--- config.mk ---
export PLATFORM = sky130hd
export DESIGN_NAME = spr_regblock
export DESIGN_NICKNAME = d
export VERILOG_FILES = /design/src/rtl/spr_pkg.sv /design/src/rtl/spr_decode.sv /design/src/rtl/spr_field.sv /design/src/rtl/spr_regblock.sv
export SDC_FILE = /design/constraint.sdc
export NUM_CORES = 1
export LEC_CHECK = 0
export BUFFER_PORTS_ARGS = -buffer_cell sky130_fd_sc_hd__buf_2
export CAP_MARGIN = 0
export CORE_MARGIN = 3
export CORE_UTILIZATION = 52
export DETAILED_ROUTE_END_ITERATION = 6
export PLACE_DENSITY = 0.83
export SYNTH_ARGS = -nofsm -noshare
export SYNTH_HDL_FRONTEND = slang
export SYNTH_SLANG_ARGS = --single-unit
--- constraint.sdc ---
create_clock -name clk -period 3.2 [get_ports clk]
set_input_delay 0.16 -clock clk [delete_from_list [all_inputs] [get_ports clk]]
set_output_delay 0.16 -clock clk [all_outputs]
set_load 0.02 [all_outputs]
--- src/rtl/spr_pkg.sv ---
package spr_pkg;
  typedef enum logic [1:0] {
    FK_PULSE   = 2'd0,
    FK_RW      = 2'd1,
    FK_CAPTURE = 2'd2
  } field_kind_e;

  localparam int unsigned REG_PULSE = 0;
  localparam int unsigned REG_CFG   = 1;
  localparam int unsigned REG_CAP   = 2;
  localparam int unsigned NUM_REGS  = 3;
endpackage

--- src/rtl/spr_decode.sv ---
module spr_decode #(
  parameter int unsigned AW   = 4,
  parameter int unsigned NREG = 3
) (
  input  logic            req_valid,
  input  logic            req_write,
  input  logic [AW-1:0]   req_addr,
  output logic [NREG-1:0] wr_sel,
  output logic [NREG-1:0] rd_sel
);
  for (genvar g = 0; g < NREG; g++) begin : g_sel
    localparam logic [AW-1:0] MY_ADDR = AW'(g);
    logic hit;
    assign hit       = req_valid && (req_addr == MY_ADDR);
    assign wr_sel[g] = hit && req_write;
    assign rd_sel[g] = hit && !req_write;
  end
endmodule

--- src/rtl/spr_field.sv ---
module spr_field
  import spr_pkg::*;
#(
  parameter field_kind_e  KIND = FK_RW,
  parameter int unsigned  W    = 1,
  parameter logic [W-1:0] RST  = '0
) (
  input  logic         clk,
  input  logic         rst,
  input  logic         sw_rd,
  input  logic         sw_wr,
  input  logic [W-1:0] sw_wdata,
  input  logic         hw_we,
  input  logic [W-1:0] hw_wdata,
  output logic [W-1:0] q
);
  logic [W-1:0] nxt;
  logic         load;

  // Ranked next-state choice: read effect, write action, self-clear, hw update
  always_comb begin
    nxt  = q;
    load = 1'b0;
    if (KIND == FK_CAPTURE && sw_rd) begin
      nxt  = '0;
      load = 1'b1;
    end else if (sw_wr) begin
      nxt  = (KIND == FK_CAPTURE) ? (q | sw_wdata) : sw_wdata;
      load = 1'b1;
    end else if (KIND == FK_PULSE) begin
      nxt  = '0;
      load = 1'b1;
    end else if (KIND == FK_CAPTURE && hw_we) begin
      nxt  = hw_wdata;
      load = 1'b1;
    end
  end

  always_ff @(posedge clk) begin
    if (rst)       q <= RST;
    else if (load) q <= nxt;
  end
endmodule

--- src/rtl/spr_regblock.sv ---
module spr_regblock
  import spr_pkg::*;
#(
  parameter int unsigned   AW      = 4,
  parameter int unsigned   DW      = 8,
  parameter int unsigned   PW      = 4,
  parameter logic [DW-1:0] CFG_RST = 8'hA5
) (
  input  logic          clk,
  input  logic          rst,
  input  logic          req_valid,
  input  logic          req_write,
  input  logic [AW-1:0] req_addr,
  input  logic [DW-1:0] req_wdata,
  output logic          resp_ready,
  output logic [DW-1:0] resp_rdata,
  output logic [PW-1:0] pulse_out,
  output logic [DW-1:0] cfg_out,
  input  logic          cap_we,
  input  logic [DW-1:0] cap_data
);
  localparam int unsigned NREG = NUM_REGS;

  logic [NREG-1:0] wr_sel, rd_sel;
  logic [PW-1:0]   pulse_q;
  logic [DW-1:0]   cfg_q, cap_q, rd_pulse, rd_mux;

  spr_decode #(.AW(AW), .NREG(NREG)) u_dec (
    .req_valid (req_valid),
    .req_write (req_write),
    .req_addr  (req_addr),
    .wr_sel    (wr_sel),
    .rd_sel    (rd_sel)
  );

  for (genvar b = 0; b < PW; b++) begin : g_pulse
    spr_field #(.KIND(FK_PULSE), .W(1), .RST(1'b0)) u_bit (
      .clk      (clk),
      .rst      (rst),
      .sw_rd    (rd_sel[REG_PULSE]),
      .sw_wr    (wr_sel[REG_PULSE]),
      .sw_wdata (req_wdata[b]),
      .hw_we    (1'b0),
      .hw_wdata (1'b0),
      .q        (pulse_q[b])
    );
  end

  spr_field #(.KIND(FK_RW), .W(DW), .RST(CFG_RST)) u_cfg (
    .clk      (clk),
    .rst      (rst),
    .sw_rd    (rd_sel[REG_CFG]),
    .sw_wr    (wr_sel[REG_CFG]),
    .sw_wdata (req_wdata),
    .hw_we    (1'b0),
    .hw_wdata ('0),
    .q        (cfg_q)
  );

  spr_field #(.KIND(FK_CAPTURE), .W(DW), .RST('0)) u_cap (
    .clk      (clk),
    .rst      (rst),
    .sw_rd    (rd_sel[REG_CAP]),
    .sw_wr    (wr_sel[REG_CAP]),
    .sw_wdata (req_wdata),
    .hw_we    (cap_we),
    .hw_wdata (cap_data),
    .q        (cap_q)
  );

  always_comb begin
    rd_pulse           = '0;
    rd_pulse[PW-1:0]   = pulse_q;
    rd_mux             = '0;
    if (rd_sel[REG_PULSE]) rd_mux = rd_pulse;
    else if (rd_sel[REG_CFG]) rd_mux = cfg_q;
    else if (rd_sel[REG_CAP]) rd_mux = cap_q;
  end

  always_ff @(posedge clk) begin
    if (rst) begin
      resp_ready <= 1'b0;
      resp_rdata <= '0;
    end else begin
      resp_ready <= req_valid;
      resp_rdata <= rd_mux;
    end
  end

  assign pulse_out = pulse_q;
  assign cfg_out   = cfg_q;
endmodule

==> results list <==
- Result of the run: finished, final reports clean
- Worst setup SP type: input port
- Of the total synthesized cell area, the portion taken by XOR and XNOR cells is 0.
- Final #Nets: 203
- Remaining antenna violation count: 0
- TritonCTS clock tree: yes
* Least-Margin Pin Slew: 0.621 ns
- Leading cell types by total area after synthesis: sky130_fd_sc_hd__dfxtp_1 (44%), sky130_fd_sc_hd__o2111ai_1 (4.0%), sky130_fd_sc_hd__o41ai_1 (4.0%), sky130_fd_sc_hd__a31oi_1 (3.8%), sky130_fd_sc_hd__nand3_1 (3.8%)
- Clock tree synthesis inserted a total of 5 buffers.
* Fraction of synthesized area in multiplexers: 0
* Share of synthesized cell area in and, or, nand and nor gates: 0.188
* Met2 WL: 1.53 mm
- Part of the total power dissipated in sequential elements: 0.535
* Clock transition at path regs: 0.09 ns
- Number of antenna violations at the first check in global routing: 0
- Worst stage delay on the critical path: 0.70 ns
* Setup slack of the critical path after layout: 1.72 ns
- Setup violations remaining at the end of the flow were counted as 0.
* Starting density of the core: 0.569
- The number of max-slew violations in the final report came to 0.
* Fmax: 675 MHz
- Worst reg-to-reg path cell count: 2
- Overall fraction of global-route tracks in use: 0.216
- Switching power summed over all nets: 0.173 mW
- Commonest cells in the netlist: sky130_fd_sc_hd__dfxtp_1 (29), sky130_fd_sc_hd__nand3_1 (10), sky130_fd_sc_hd__a21oi_1 (9), sky130_fd_sc_hd__o21ai_0 (9), sky130_fd_sc_hd__a31oi_1 (8)
- For this design, the CTS-stage hold fixing added 0 buffers.
- Hpwl dp: 2.46 mm
- At the placement stage, the worst setup path has a slack of 1.38 ns.
- The H-tree generated during clock tree synthesis spans 2 levels.
* DIE WIDTH: 56.1 um
- Pre-antenna DRT Iters: 5
- Combinational group share of total power: 0.110
- Post-route cell area: 0.00156 mm^2
- Setup CP Type: in -> reg
- Full die area: 0.00315 mm^2
* Switching Share: 0.247
- Summing over every cut layer, the via total after detailed routing is 1294.
- Across the routed clock network, the largest skew measured is 0.00514 ns.
* Post-placement cell count: 199
- Worst path cell trace: buf_2, or4b_1, or3_4, o221a_1
- Entering global routing, the biggest net connects 22 pins.
* Worst hold slack: 0.0790 ns
- The first global-routing pass estimated 5.42 mm of wire.
- Post-synthesis cell area: 0.00131 mm^2
- The share of synthesized area in the top cell type comes to 0.444.
* Worst ir drop on vdd: 0.359 mV
- The die is 56.1 um tall.
- Area grow syn2layout: 19.3%
- Proportion of layout cells with a drive suffix above 1: 0.352
* Flop-to-flop setup slack: 2.30 ns
* Vias per std cell: 6.25
* Post-layout util: 0.678
- Cell internal pwr: 0.527 mW
- Cell with the largest stage delay on the worst path: sky130_fd_sc_hd__or4b_1
* Flop and latch count out of synthesis: 29
- After technology mapping, the gate count stands at 139.
- Dividing total power by cell area gives a power density of 449 mW/mm^2.
- The tree is rooted in a sky130_fd_sc_hd__clkbuf_4.
- Fraction of power consumed by the clock network: 0.355
* Ys flop type: sky130_fd_sc_hd__dfxtp_1
- For this design the top-level I/O count stands at 46.
* Async SR Flop Fraction: 0
- Along the worst path, the maximum fanout reaches 14.
* Min Tclk post-route: 1.48 ns
* Combinational family with the most area after synthesis: compound AO/OA/AOI/OAI gates
* Yosys Warn Count: 0
- WP data arrival: 1.70 ns
- Number of core rows: 17
- Hold path startpoint: req_wdata[2]
- Counting flops with a built-in enable in the synthesized netlist gives 0.
* Post-Layout Cell Count: 207
- No sink is reached through more buffers than the 2 on the longest clock path.
* Fraction of the mapped netlist area in adder cells: 0
- In this run the critical register-to-register path is launched from u_cfg.q[7].
- Post-synthesis compound-gate area fraction: 0.282
- Port bufs: 45
- The tightest min-delay check is of the in -> reg type.
- Number of global-route vias before repair: 1148
- Maxcap violations: 0
- In this run the static leakage power is 0.664 nW.
* Post-route fraction of the period consumed by the critical path: 0.463
- Measured against its own limit, the worst slew margin works out to 0.584.
* Highest metal layer with signal wires: met4
* Routed WL: 3.25 mm
* Hold depth: 2
- Setup repair after global routing left no endpoint under its margin.
- Antenna diode count: 0
* Skew-Pair Late Insertion Delay: 0.32 ns
- The number of gates resized after CTS was 0.
- Kind of end point of the critical path: flop
- After detailed routing, the number of remaining DRC violations is 0.
* Postcts setup bufs: 0
* Per-cell routed wire length: 15.7 um
- Worst Hold End: g_pulse[2].u_bit.q
* M1 WL: 1.35 mm
- A synthesized cell averages 9.40 um^2.
- Detailed routing placed a total of 283 um of wire on met3.
- sky130_fd_sc_hd__dfxtp_1 takes more of the synthesized area than any other cell.
* Fin. Hold Viols: 0
- 1st-iter DRT viols: 70
- After routing, the total negative slack on setup checks comes to 0 ns.
- Global routing finished with a remaining overflow of 0.
* Sequential share of the synthesized area: 0.444
* Total power consumption of the routed design: 0.700 mW
- Post-synth net total: 164
- The congestion estimate from routability-driven global placement came to 0.851.
- Count of unique library cells instantiated by Yosys: 33
- Worst r2r dst: u_cfg.q[7]
- STA puts the critical path data required time at 3.42 ns.
- Cell with the most instances after synthesis: sky130_fd_sc_hd__dfxtp_1
* Total core area: 0.00230 mm^2
* Clock tree sinks: 29
* Post-detailed-placement cell area: 0.00149 mm^2
## state kept, by name, indices dropped and copies added, names as in the netlist
register	count
resp_rdata	8
g_pulse.u_bit.q	4
u_cfg.q	8
u_cap.q	8
resp_ready	1
## cells in the final DEF, fill, tap and decap left out
cell type                   count
sky130_fd_sc_hd__a211oi_1       4
sky130_fd_sc_hd__a311o_1        1
sky130_fd_sc_hd__and3b_2        1
sky130_fd_sc_hd__clkbuf_8       2
sky130_fd_sc_hd__and2b_2        5
sky130_fd_sc_hd__inv_1          7
sky130_fd_sc_hd__nor3b_2        1
sky130_fd_sc_hd__and4_1         1
sky130_fd_sc_hd__o2111ai_1      6
sky130_fd_sc_hd__a22oi_1        4
sky130_fd_sc_hd__buf_2         45
sky130_fd_sc_hd__clkinv_2       1
sky130_fd_sc_hd__nand3b_1       1
sky130_fd_sc_hd__nor3_1         1
sky130_fd_sc_hd__dfxtp_1       29
sky130_fd_sc_hd__nand3_1       10
sky130_fd_sc_hd__nor4b_1        1
sky130_fd_sc_hd__or3_1          1
sky130_fd_sc_hd__or3_4          1
sky130_fd_sc_hd__nor2_1         5
sky130_fd_sc_hd__clkbuf_4       5
sky130_fd_sc_hd__or4b_1         1
sky130_fd_sc_hd__a21boi_0       1
sky130_fd_sc_hd__buf_4          1
sky130_fd_sc_hd__and2_1         4
sky130_fd_sc_hd__o41ai_1        6
sky130_fd_sc_hd__or3b_2         1
sky130_fd_sc_hd__nor2b_1        2
sky130_fd_sc_hd__nand2b_1       1
sky130_fd_sc_hd__a21oi_1        9
sky130_fd_sc_hd__a31oi_1        8
sky130_fd_sc_hd__o21ai_0        9
sky130_fd_sc_hd__o221a_1        4
## per-layer routing
| layer | vias to the layer above | global-route usage |
|---|---|---|
| met5 | - | 0 |
| met4 | 0 | 0.102 |
| met3 | 8 | 0.0557 |
| met2 | 72 | 0.332 |
| met1 | 609 | 0.279 |
| li1 | 605 | - |
## critical path, delay by kind of cell
family          cells  cell delay, ns
simple gates        2            1.11
compound gates      1            0.25
buf+inv             1            0.17
## cell type report
type,instances,area (um^2)
Clock buffer,7,65.1
Tap cell,28,35.0
Clock inverter,1,5.00
Timing Repair Buffer,46,233
Multi-Input combinational cell,89,613
Inverter,7,26.3
Fill cell,194,739
Sequential cell,29,581
## worst max path at each step
| stage | startpoint | end | slack, ns | cells past startpoint |
|---|---|---|---|---|
| after floorplan | req_addr[0] | resp_rdata[0] | 1.68 | 4 |
| after global placement | req_addr[0] | resp_rdata[3] | 1.43 | 4 |
| after detailed placement | req_addr[0] | resp_rdata[1] | 1.38 | 4 |
| after CTS | req_addr[0] | resp_rdata[1] | 1.73 | 4 |
| after global routing | req_addr[0] | resp_rdata[1] | 1.68 | 4 |
| final | req_addr[0] | resp_rdata[1] | 1.72 | 4 |
## logic make-up (layout without fill, tap and decap cells)
family	after synthesis	count (layout)
flops	29	29
compound gates	52	52
simple gates	37	37
buf+inv	21	61
## power by group through the flow
stage                     clock, mW  sequential (mW)  combinational (mW)
after global placement            0            0.383              0.0724
after global routing          0.269            0.375              0.0843
after detailed placement          0            0.383              0.0755
after floorplan                   0            0.385              0.0440
after CTS                     0.252            0.374              0.0755
final                         0.249            0.375              0.0768
Power figures use the tool's default switching activity.
